<file path="config.mk">
export PLATFORM = sky130hd
export DESIGN_NAME = array_cfg_ctrl
export DESIGN_NICKNAME = d
export VERILOG_FILES = /design/src/rtl/cfg_ctrl_pkg.sv /design/src/rtl/cfg_ctrl_regs.sv /design/src/rtl/cfg_ctrl_seq.sv /design/src/rtl/array_cfg_ctrl.sv
export SDC_FILE = /design/constraint.sdc
export NUM_CORES = 1
export LEC_CHECK = 0
export BUFFER_PORTS_ARGS = -buffer_cell sky130_fd_sc_hd__buf_2
export CAP_MARGIN = 20
export CORE_UTILIZATION = 50
export CTS_BUF_LIST = sky130_fd_sc_hd__clkbuf_16
export CTS_CLUSTER_SIZE = 24
export DETAILED_ROUTE_END_ITERATION = 12
export PLACE_DENSITY = 0.76
export SLEW_MARGIN = 20
export SYNTH_ARGS = -nofsm -noshare
export SYNTH_HDL_FRONTEND = slang
export SYNTH_HIERARCHICAL = 1
export SYNTH_SLANG_ARGS = --single-unit
export TNS_END_PERCENT = 20
</file>
<file path="constraint.sdc">
create_clock -name clk -period 2.7 [get_ports clk]
set_input_delay 0 -clock clk [delete_from_list [all_inputs] [get_ports clk]]
set_output_delay 0 -clock clk [all_outputs]
set_load 0.02 [all_outputs]
</file>
<file path="src/rtl/cfg_ctrl_pkg.sv">
`timescale 1ns/1ps
package cfg_ctrl_pkg;

    typedef enum logic [2:0] {
        OP_NOP     = 3'd0,
        OP_REG_WR  = 3'd1,
        OP_REG_RD  = 3'd2,
        OP_CFG_WR  = 3'd3,
        OP_ADVANCE = 3'd4
    } op_e;

    typedef enum logic [2:0] {
        RG_TEST   = 3'd0,
        RG_STALL  = 3'd1,
        RG_CLKSEL = 3'd2,
        RG_WRDLY  = 3'd3,
        RG_SWDLY  = 3'd4
    } reg_e;

    typedef enum logic [1:0] {
        SQ_IDLE = 2'd0,
        SQ_CFG  = 2'd1,
        SQ_ADV  = 2'd2
    } seq_e;

    function automatic logic reg_index_ok(input logic [2:0] idx);
        return idx <= 3'(RG_SWDLY);
    endfunction

endpackage

</file>
<file path="src/rtl/cfg_ctrl_regs.sv">
`timescale 1ns/1ps
module cfg_ctrl_regs
    import cfg_ctrl_pkg::*;
#(
    parameter int DW = 16,
    parameter int ND = 4
) (
    input  logic          clk,
    input  logic          rst,
    input  logic          accept,
    input  logic [2:0]    op,
    input  logic [2:0]    idx,
    input  logic [DW-1:0] data,
    output logic [ND-1:0] stall_q,
    output logic          clk_sel_q,
    output logic [DW-1:0] wr_dly_q,
    output logic          rd_valid,
    output logic [DW-1:0] rd_data,
    output logic          err
);
    logic [DW-1:0] test_q;
    logic          sw_dly_q;
    logic          is_wr, is_rd, idx_ok;
    logic [DW-1:0] rd_mux;

    assign is_wr  = accept && (op == 3'(OP_REG_WR));
    assign is_rd  = accept && (op == 3'(OP_REG_RD));
    assign idx_ok = reg_index_ok(idx);

    always_comb begin
        case (idx)
            3'(RG_TEST):   rd_mux = test_q;
            3'(RG_STALL):  rd_mux = DW'(stall_q);
            3'(RG_CLKSEL): rd_mux = DW'(clk_sel_q);
            3'(RG_WRDLY):  rd_mux = wr_dly_q;
            3'(RG_SWDLY):  rd_mux = DW'(sw_dly_q);
            default:       rd_mux = '0;
        endcase
    end

    always_ff @(posedge clk) begin
        if (rst) begin
            test_q    <= '0;
            stall_q   <= '0;
            clk_sel_q <= 1'b0;
            wr_dly_q  <= '0;
            sw_dly_q  <= 1'b0;
            rd_valid  <= 1'b0;
            rd_data   <= '0;
            err       <= 1'b0;
        end else begin
            rd_valid <= is_rd && idx_ok;
            err      <= (is_wr || is_rd) && !idx_ok;
            if (is_rd && idx_ok) rd_data <= rd_mux;
            if (is_wr) begin
                case (idx)
                    3'(RG_TEST):   test_q    <= data;
                    3'(RG_STALL):  stall_q   <= data[ND-1:0];
                    3'(RG_CLKSEL): clk_sel_q <= data[0];
                    3'(RG_WRDLY):  wr_dly_q  <= data;
                    3'(RG_SWDLY):  sw_dly_q  <= data[0];
                    default: ;
                endcase
            end
        end
    end


    bad_write_no_change_chk: assert property (@(posedge clk) disable iff (rst)
        (is_wr && !idx_ok) |=> ($stable(test_q) && $stable(stall_q) &&
                                $stable(clk_sel_q) && $stable(wr_dly_q) &&
                                $stable(sw_dly_q)));

    err_excludes_read_chk: assert property (@(posedge clk) disable iff (rst)
        err |-> !rd_valid);

    read_follows_cmd_chk: assert property (@(posedge clk) disable iff (rst)
        rd_valid |-> $past(is_rd));
endmodule

</file>
<file path="src/rtl/cfg_ctrl_seq.sv">
`timescale 1ns/1ps
module cfg_ctrl_seq
    import cfg_ctrl_pkg::*;
#(
    parameter int DW = 16,
    parameter int AW = 12
) (
    input  logic          clk,
    input  logic          rst,
    input  logic          accept,
    input  logic [2:0]    op,
    input  logic [AW-1:0] addr,
    input  logic [DW-1:0] data,
    input  logic [DW-1:0] wr_dly,
    output logic          busy,
    output logic          cfg_wr,
    output logic          adv_active,
    output logic [AW-1:0] cfg_addr,
    output logic [DW-1:0] cfg_data
);
    localparam int CNTW = (DW > AW) ? DW : AW;

    seq_e            state;
    logic [CNTW-1:0] rem;

    assign busy       = (state != SQ_IDLE);
    assign adv_active = (state == SQ_ADV);
    assign cfg_wr     = (state == SQ_CFG) && (rem != '0);

    always_ff @(posedge clk) begin
        if (rst) begin
            state    <= SQ_IDLE;
            rem      <= '0;
            cfg_addr <= '0;
            cfg_data <= '0;
        end else begin
            case (state)
                SQ_IDLE: begin
                    if (accept && op == 3'(OP_CFG_WR)) begin
                        state    <= SQ_CFG;
                        rem      <= CNTW'(wr_dly);
                        cfg_addr <= addr;
                        cfg_data <= data;
                    end else if (accept && op == 3'(OP_ADVANCE) && addr != '0) begin
                        state <= SQ_ADV;
                        rem   <= CNTW'(addr) - CNTW'(1);
                    end
                end
                default: begin
                    if (rem == '0) state <= SQ_IDLE;
                    else           rem   <= rem - CNTW'(1);
                end
            endcase
        end
    end


    strobe_inside_busy_chk: assert property (@(posedge clk) disable iff (rst)
        cfg_wr |-> busy);

    cfg_ends_after_low_chk: assert property (@(posedge clk) disable iff (rst)
        (state == SQ_CFG && !cfg_wr) |=> !busy);

    cfg_fields_hold_chk: assert property (@(posedge clk) disable iff (rst)
        (state == SQ_CFG && $past(state == SQ_CFG)) |->
            ($stable(cfg_addr) && $stable(cfg_data)));
endmodule

</file>
<file path="src/rtl/array_cfg_ctrl.sv">
`timescale 1ns/1ps
module array_cfg_ctrl
    import cfg_ctrl_pkg::*;
#(
    parameter int DW = 16,
    parameter int AW = 12,
    parameter int ND = 4
) (
    input  logic          clk,
    input  logic          rst,
    input  logic          cmd_valid,
    input  logic [2:0]    cmd_op,
    input  logic [2:0]    cmd_reg,
    input  logic [AW-1:0] cmd_addr,
    input  logic [DW-1:0] cmd_data,
    output logic          busy,
    output logic          err,
    output logic          rd_valid,
    output logic [DW-1:0] rd_data,
    output logic [AW-1:0] cfg_addr,
    output logic [DW-1:0] cfg_data,
    output logic          cfg_wr,
    output logic          cfg_rd,
    output logic [ND-1:0] stall_out,
    output logic          clk_sel_out
);
    logic          accept;
    logic          adv_active;
    logic [ND-1:0] stall_q;
    logic [DW-1:0] wr_dly_q;

    assign accept = cmd_valid && !busy;

    cfg_ctrl_regs #(.DW(DW), .ND(ND)) u_regs (
        .clk(clk), .rst(rst), .accept(accept), .op(cmd_op), .idx(cmd_reg),
        .data(cmd_data), .stall_q(stall_q), .clk_sel_q(clk_sel_out),
        .wr_dly_q(wr_dly_q), .rd_valid(rd_valid), .rd_data(rd_data), .err(err)
    );

    cfg_ctrl_seq #(.DW(DW), .AW(AW)) u_seq (
        .clk(clk), .rst(rst), .accept(accept), .op(cmd_op), .addr(cmd_addr),
        .data(cmd_data), .wr_dly(wr_dly_q), .busy(busy), .cfg_wr(cfg_wr),
        .adv_active(adv_active), .cfg_addr(cfg_addr), .cfg_data(cfg_data)
    );

    assign cfg_rd    = 1'b0;
    assign stall_out = adv_active ? '0 : stall_q;


    release_window_chk: assert property (@(posedge clk) disable iff (rst)
        (busy && !cfg_wr && $past(busy) && $stable(stall_q) && stall_out != stall_q) |->
            (stall_out == '0));

    busy_drops_read_chk: assert property (@(posedge clk) disable iff (rst)
        (cmd_valid && busy) |=> !rd_valid && !err);
endmodule

</file>
Word level (Yosys, flattened, before mapping)
Index checks and enable logic that the tools add are counted.
{"block": "totals", "ff_bits": 102, "output_inout_bits": 54, "elab_cells": 64}
{"block": "classes", "addsub": 2, "magnitude_cmp": 1, "n_eq_ne": 12, "n_mux": 10, "n_reduce_logical": 27}
{"op": "case mux 16 bit (5 select lines)", "n": 1}
{"op": "2-to-1 mux 16 bit", "n": 4}
{"op": "zero test 16 bit", "n": 1}
{"op": "AND reduction 2 bit", "n": 8}
{"op": "nonzero test 16 bit", "n": 1}
{"op": "subtractor 16 x 1 -> 16 bit, second input constant", "n": 1}
{"op": "subtractor 12 x 1 -> 13 bit, second input constant", "n": 1}
{"op": "equality test 3 x 2 -> 1 bit, second input constant", "n": 4}
{"op": "nonzero test 12 bit", "n": 1}
{"op": "logical AND 1 bit", "n": 9}
{"op": "2-to-1 mux 2 bit", "n": 4}
{"op": "equality test 3 x 1 -> 1 bit, second input constant", "n": 2}
{"op": "equality test 3 bit, second input constant", "n": 2}
{"op": "2-to-1 mux 4 bit", "n": 1}
{"op": "nonzero test 2 bit", "n": 2}
{"op": "less-or-equal comparator 3 bit, second input constant", "n": 1}
{"op": "zero test 3 bit", "n": 1}
{"op": "inequality test 3 x 1 -> 1 bit, second input constant", "n": 1}
{"op": "equality test 2 x 1 -> 1 bit, second input constant", "n": 1}
{"op": "equality test 2 bit, second input constant", "n": 1}
{"op": "zero test 1 bit", "n": 2}
{"op": "zero test 2 bit", "n": 1}
{"op": "inequality test 2 bit, second input constant", "n": 1}
{"op": "logical OR 1 bit", "n": 1}

Logic depth before layout (Yosys ltp)
{"block": "logic_depth", "depth_word": 8, "mapped_depth": 11, "mapped_depth_nobuf": 8}

By module
Netlist, hierarchy kept.
{"mod": "cfg_ctrl_seq", "instances": 1, "cells_per_inst": 330, "area_each_um2": 2516.2, "seq_area_each_um2": 920.9}
{"mod": "cfg_ctrl_regs", "instances": 1, "cells_per_inst": 264, "area_each_um2": 2329.7, "seq_area_each_um2": 1121.1}
{"mod": "array_cfg_ctrl", "instances": 1, "cells_per_inst": 7, "area_each_um2": 42.5, "seq_area_each_um2": 0.0}

Least setup slack after synthesis
No wires, ideal clock.
{"block": "synth_path", "kind": "reg2reg", "startpoint": "register u_seq.state[1]", "endpoint": "register u_seq.rem[15]", "setup_time_ps": 70, "arrival_time_ps": 2958, "t_required_ps": 2630, "slack_ps": -328, "stages_incl_launch_ff": 11, "n_path_buf": 3, "cell_sequence": "dfxtp_1 nor2_1 inv_1 clkbuf_1 clkbuf_1 nor2b_1 nand4b_1 nor2_1 clkbuf_1 a22oi_1 a21oi_1"}
{"block": "synth_between", "elab_chain_cells": 7, "elab_cells_between_ends": 12, "classes_between": "eq/ne: 2; mux: 2; reduce/logical: 8"}
{"item": "start, declared", "line_no": "cfg_ctrl_seq.sv:23", "rtl": "seq_e state;"}
{"item": "start signal, assigned", "line_no": "cfg_ctrl_seq.sv:32", "rtl": "state <= SQ_IDLE;"}
{"item": "start signal, assigned", "line_no": "cfg_ctrl_seq.sv:40", "rtl": "state <= SQ_CFG;"}
{"item": "start signal, assigned", "line_no": "cfg_ctrl_seq.sv:45", "rtl": "state <= SQ_ADV;"}
{"item": "nonzero test 2 bit (*)", "line_no": "cfg_ctrl_seq.sv:26", "rtl": "assign busy = (state != SQ_IDLE);"}
{"item": "net busy", "line_no": "array_cfg_ctrl.sv:16", "rtl": "output logic busy,"}
{"item": "zero test 1 bit (*)", "line_no": "array_cfg_ctrl.sv:32", "rtl": "assign accept = cmd_valid && !busy;"}
{"item": "logical AND 1 bit (*)", "line_no": "array_cfg_ctrl.sv:32"}
{"item": "net accept", "line_no": "array_cfg_ctrl.sv:27", "rtl": "logic accept;"}
{"item": "logical AND 1 bit (2 in a row)", "line_no": "cfg_ctrl_seq.sv:44", "rtl": "end else if (accept && op == 3'(OP_ADVANCE) && addr != '0) begin"}
{"item": "inequality test 3 x 1 -> 1 bit (no source line)"}
{"item": "AND reduction 2 bit (no source line)"}
{"item": "end signal, assigned", "line_no": "cfg_ctrl_seq.sv:41", "rtl": "rem <= CNTW'(wr_dly);"}
{"item": "end signal, assigned", "line_no": "cfg_ctrl_seq.sv:46", "rtl": "rem <= CNTW'(addr) - CNTW'(1);"}
{"item": "end signal, assigned", "line_no": "cfg_ctrl_seq.sv:51", "rtl": "else rem <= rem - CNTW'(1);"}
{"item": "end, declared", "line_no": "cfg_ctrl_seq.sv:24", "rtl": "logic [CNTW-1:0] rem;"}
Mark *: on every way through the listed nets, which the timed path passes. The rest lies on a longest branch.
A chain may end at the register's enable or synchronous reset.

Final worst setup path
{"block": "layout_path", "startpoint": "register u_seq.rem[0]", "endpoint": "output port cfg_wr"}
{"block": "layout_between", "elab_chain_cells": 2}
{"item": "nonzero test 16 bit", "line_no": "cfg_ctrl_seq.sv:28", "rtl": "assign cfg_wr = (state == SQ_CFG) && (rem != '0);"}
{"item": "logical AND 1 bit", "line_no": "cfg_ctrl_seq.sv:28"}
{"item": "end, declared", "line_no": "array_cfg_ctrl.sv:22", "rtl": "output logic cfg_wr,"}
No other way between the ends.

==> summary.txt <==
Global routing
  • First-pass GRT wire length: 22,200 um
  • GRT overflow: 0
  • Initial antenna violation count: 0
  • Largest net degree at the start of global routing: 48
  • Vias in the first global route: ~4,500
  • Total GRT Usage: 0.276

Clocking
  • CTS sink cnt: around 100
  • Clock root cell: clkbuf_16
  • Clock slew at reported path FFs: roughly 0.07 ns
  • Clock Tree Buf Depth: 2
  • Cts bufs inserted: 9
  • TritonCTS clock tree: built
  • Clk_lat worst skew: approximately 0.34 ns
  • H-tree Lvls: 3

Synth
  • Syn Inst Count: around 600
  • Dominant cell by count in the synthesized netlist: nand2_1
  • Share of the synthesized area in the top cell type: 0.418
  • Fraction of registers with async set/reset: 0
  • Yosys cell types: 72
  • Synthesis-stage register bit count: just over 100
  • Warnings from Yosys: 6
  • Post-synth EDFFs: 0
  • Synth top area cells: dfxtp_1, nand2_1, a21oi_1
  • Ys flop type: dfxtp_1
  • Post-Syn Nets: between 600 and 700
  • Syn Area/Cell: about 8.1 um2
  • Synth cell count leaders: nand2_1, dfxtp_1, a21oi_1
  • Synth Cell Area: 4890 um2
  • Leading area contributor after synthesis: dfxtp_1
  • Sequential share of the synthesized area: 0.418

Critical path
  • Critical Path Max Stage Delay: roughly 0.6 ns
  • Crit path max-delay cell type: or4_1
  • Crit path DAT: 2.51 ns
  • RR Startpoint: u_seq/state[1]
  • CP cell instances: inv_1 > ha_1 > nor4b_1 > nand3_1 > or4_1 > nand2_1 > nor2_1 > buf_2
  • Worst reg2reg path endpoint: u_seq/cfg_addr[2]
  • CP Class: reg2out
  • Worst setup EP type: output pin
  • Required time of the worst setup path: roughly 2.7 ns
  • R2r worst-path depth: 8
  • Nature of the critical path startpoint: flop
  • R2R setup slack: 0.36 ns
  • Critical path startpoint: u_seq/rem[0]
  • End of the critical path: cfg_wr
  • CP Max Fanout: 6

Routing
  • DR WL/cell: 16.5 um
  • Drt pass-1 iters: 5
  • DRC Markers: 0
  • Antenna viol nets, final: 0
  • Vias after detailed routing: between 4,000 and 5,000
  • Drt via density: about 5.9
  • Final wirelength: about 14,000 um
  • Initial DRC Count: ~400

Timing
  • Tmin final: roughly 2.5 ns
  • Slew Limit Fails: 0
  • Period Utilization, post-route: 0.929
  • Setup-failing EPs final: 0
  • Slew headroom: 0.545
  • Fmax: between 300 and 400 MHz
  • Worst-Margin Slew: around 0.68 ns
  • Worst Clk Skew: between 0.01 and 0.015 ns
  • Total negative slack: 0 ns
  • Final hold viol count: 0
  • RSZ-0062 raised after global routing: no

Layout
  • Final core occ: 0.639
  • Layout cell share with drive strength beyond 1: 0.199
  • Fin cells: between 800 and 900
  • Filler Cell Count: between 700 and 800
  • Final #Nets: approximately 740
  • P&R area growth vs syn: 22.4%
  • Diode count: 0

Pwr
  • Pleak: 2.33 nW
  • Int Pwr: around 2.6 mW
  • Switch Pwr: 1.03 mW
  • Flop pwr share: 0.436
  • PwrDens: around 610 nW/um2
  • Comb power frac: 0.180
  • Clock share of power: 0.383
  • Total power draw: approximately 3.6 mW
  • Sw Ratio: 0.284
  • Maximum VDD drop: approximately 0.34 mV

Floorplanning
  • Die X: around 100 um
  • FP Rows: 35
  • Die outline height: a little over 100 um
  • Io pins: roughly 90
  • Core area: between 9000 and 10,000 um2
  • Initial Utilization: 0.522
  • Die area: ~10,000 um2

Placement
  • Placed Instances: 788
  • Hpwl dp: between 9000 and 10,000 um
  • Port Buffers: slightly below 90
  • GP Congestion: between 0.9 and 1

Run status
  • Status: finished clean

Run
  • Max-Cap Viols: 0

Hold path
  • Hold depth: 3
  • Worst hold-check path type: in2reg
cells by family (layout without fill, tap and decap cells):
kind of cell / count (synthesis) / count (layout) / synth area share
AO/OA/AOI/OAI: 168 / 168 / 0.231
other: 1 / 1 / 0.000767
AND/OR/NAND/NOR: 253 / 253 / 0.251
flip-flops: 102 / 102 / 0.418
XOR/XNOR: 9 / 9 / 0.0161
adder cells (fa/ha/maj): 2 / 2 / 0.00512
buffers and inverters: 55 / 158 / 0.0550
multiplexers: 11 / 11 / 0.0235
layout by cell type (no fill, tap or decap), types with 3 or more instances in the layout:
master / count
nand2_1: 141
o32ai_1: 9
nor4_1: 7
buf_4: 14
and3_1: 4
nor2_1: 36
inv_6: 3
inv_1: 11
nor3_1: 17
a22o_1: 15
clkbuf_16: 9
xor2_1: 3
nor3b_1: 3
nand4_1: 3
dlygate4sd3_1: 28
nor2b_1: 7
a22oi_1: 16
o2bb2ai_1: 3
xnor2_1: 6
nand3_1: 7
mux2i_1: 7
a21oi_1: 87
dfxtp_1: 102
or4_1: 3
buf_2: 89
o21ai_0: 5
mux2_1: 4
state kept, by name (all words and copies together), names as in the netlist, 2 cells and up:
| register | flops |
|---|---|
| u_regs/rd_data | 16 |
| u_regs/stall_q | 4 |
| u_regs/test_q | 16 |
| u_regs/wr_dly_q | 16 |
| u_seq/cfg_addr | 12 |
| u_seq/rem | 16 |
| u_seq/cfg_data | 16 |
| u_seq/state | 2 |
cell type report:
class	count	area, um2	share of cell area
Sequential cell	102	2040	0.341
Tap cell	129	161	0.0270
Multi-Input combinational cell	444	2590	0.433
Timing Repair Buffer	131	831	0.139
Clock inverter	7	93.8	0.0157
Clock buffer	9	225	0.0376
Inverter	11	41.3	0.00690
power by group through the flow:
stage / clock [mW] / sequential, mW / combinational [mW]
floorplan: 0 / 1.62 / 0.416
global placement: 0 / 1.62 / 0.591
detailed placement: 0 / 1.62 / 0.604
CTS: 1.41 / 1.59 / 0.640
global route: 1.47 / 1.60 / 0.711
finish: 1.40 / 1.59 / 0.658
timing repair:
item | 4_1_cts | 5_1_grt
gates resized for setup | 0 | 0
hold endpoints to repair | 62 | 0
buffers inserted | 0 | 1
setup endpoints to repair | 0 | 1
hold buffers | 28 | 0
layer usage:
metal,global-route usage,part of all wire,vias to the layer above
met2,0.467,0.48,246
met5,0,0,-
met1,0.361,0.44,2315
li1,-,-,2335
met4,0.100,0.019,0
met3,0.0361,0.067,22
worst min-delay path by stage:
stage / end / from
2_1_floorplan: u_regs/test_q[0] / cmd_data[0]
3_3_place_gp: u_regs/wr_dly_q[7] / cmd_data[7]
3_5_place_dp: u_regs/test_q[7] / cmd_data[7]
4_1_cts: u_regs/rd_data[14] / cmd_reg[2]
5_1_grt: u_regs/rd_data[14] / cmd_reg[2]
6_report: u_regs/rd_data[14] / cmd_reg[2]
through the flow:
| step | hold slack [ns] | setup WS [ns] | area (um2) |
|---|---|---|---|
| floorplan | 0.136 | 0.0810 | 4900 |
| global placement | 0.268 | 0.447 | 5380 |
| detailed placement | 0.276 | 0.380 | 5380 |
| CTS | 0.0263 | 0.183 | 5980 |
| global route | 0.0566 | 0.00927 | 5980 |
| finish | 0.0299 | 0.192 | 5980 |
critical path, delay by kind of cell, from the launching register on:
family,cells,cell delay [ns]
DFF,1,0.34
and+or+nand+nor,5,1.38
adders and majority gates,1,0.22
buffers and inverters,2,0.23
Note: power is estimated with default switching activity, not from simulation.
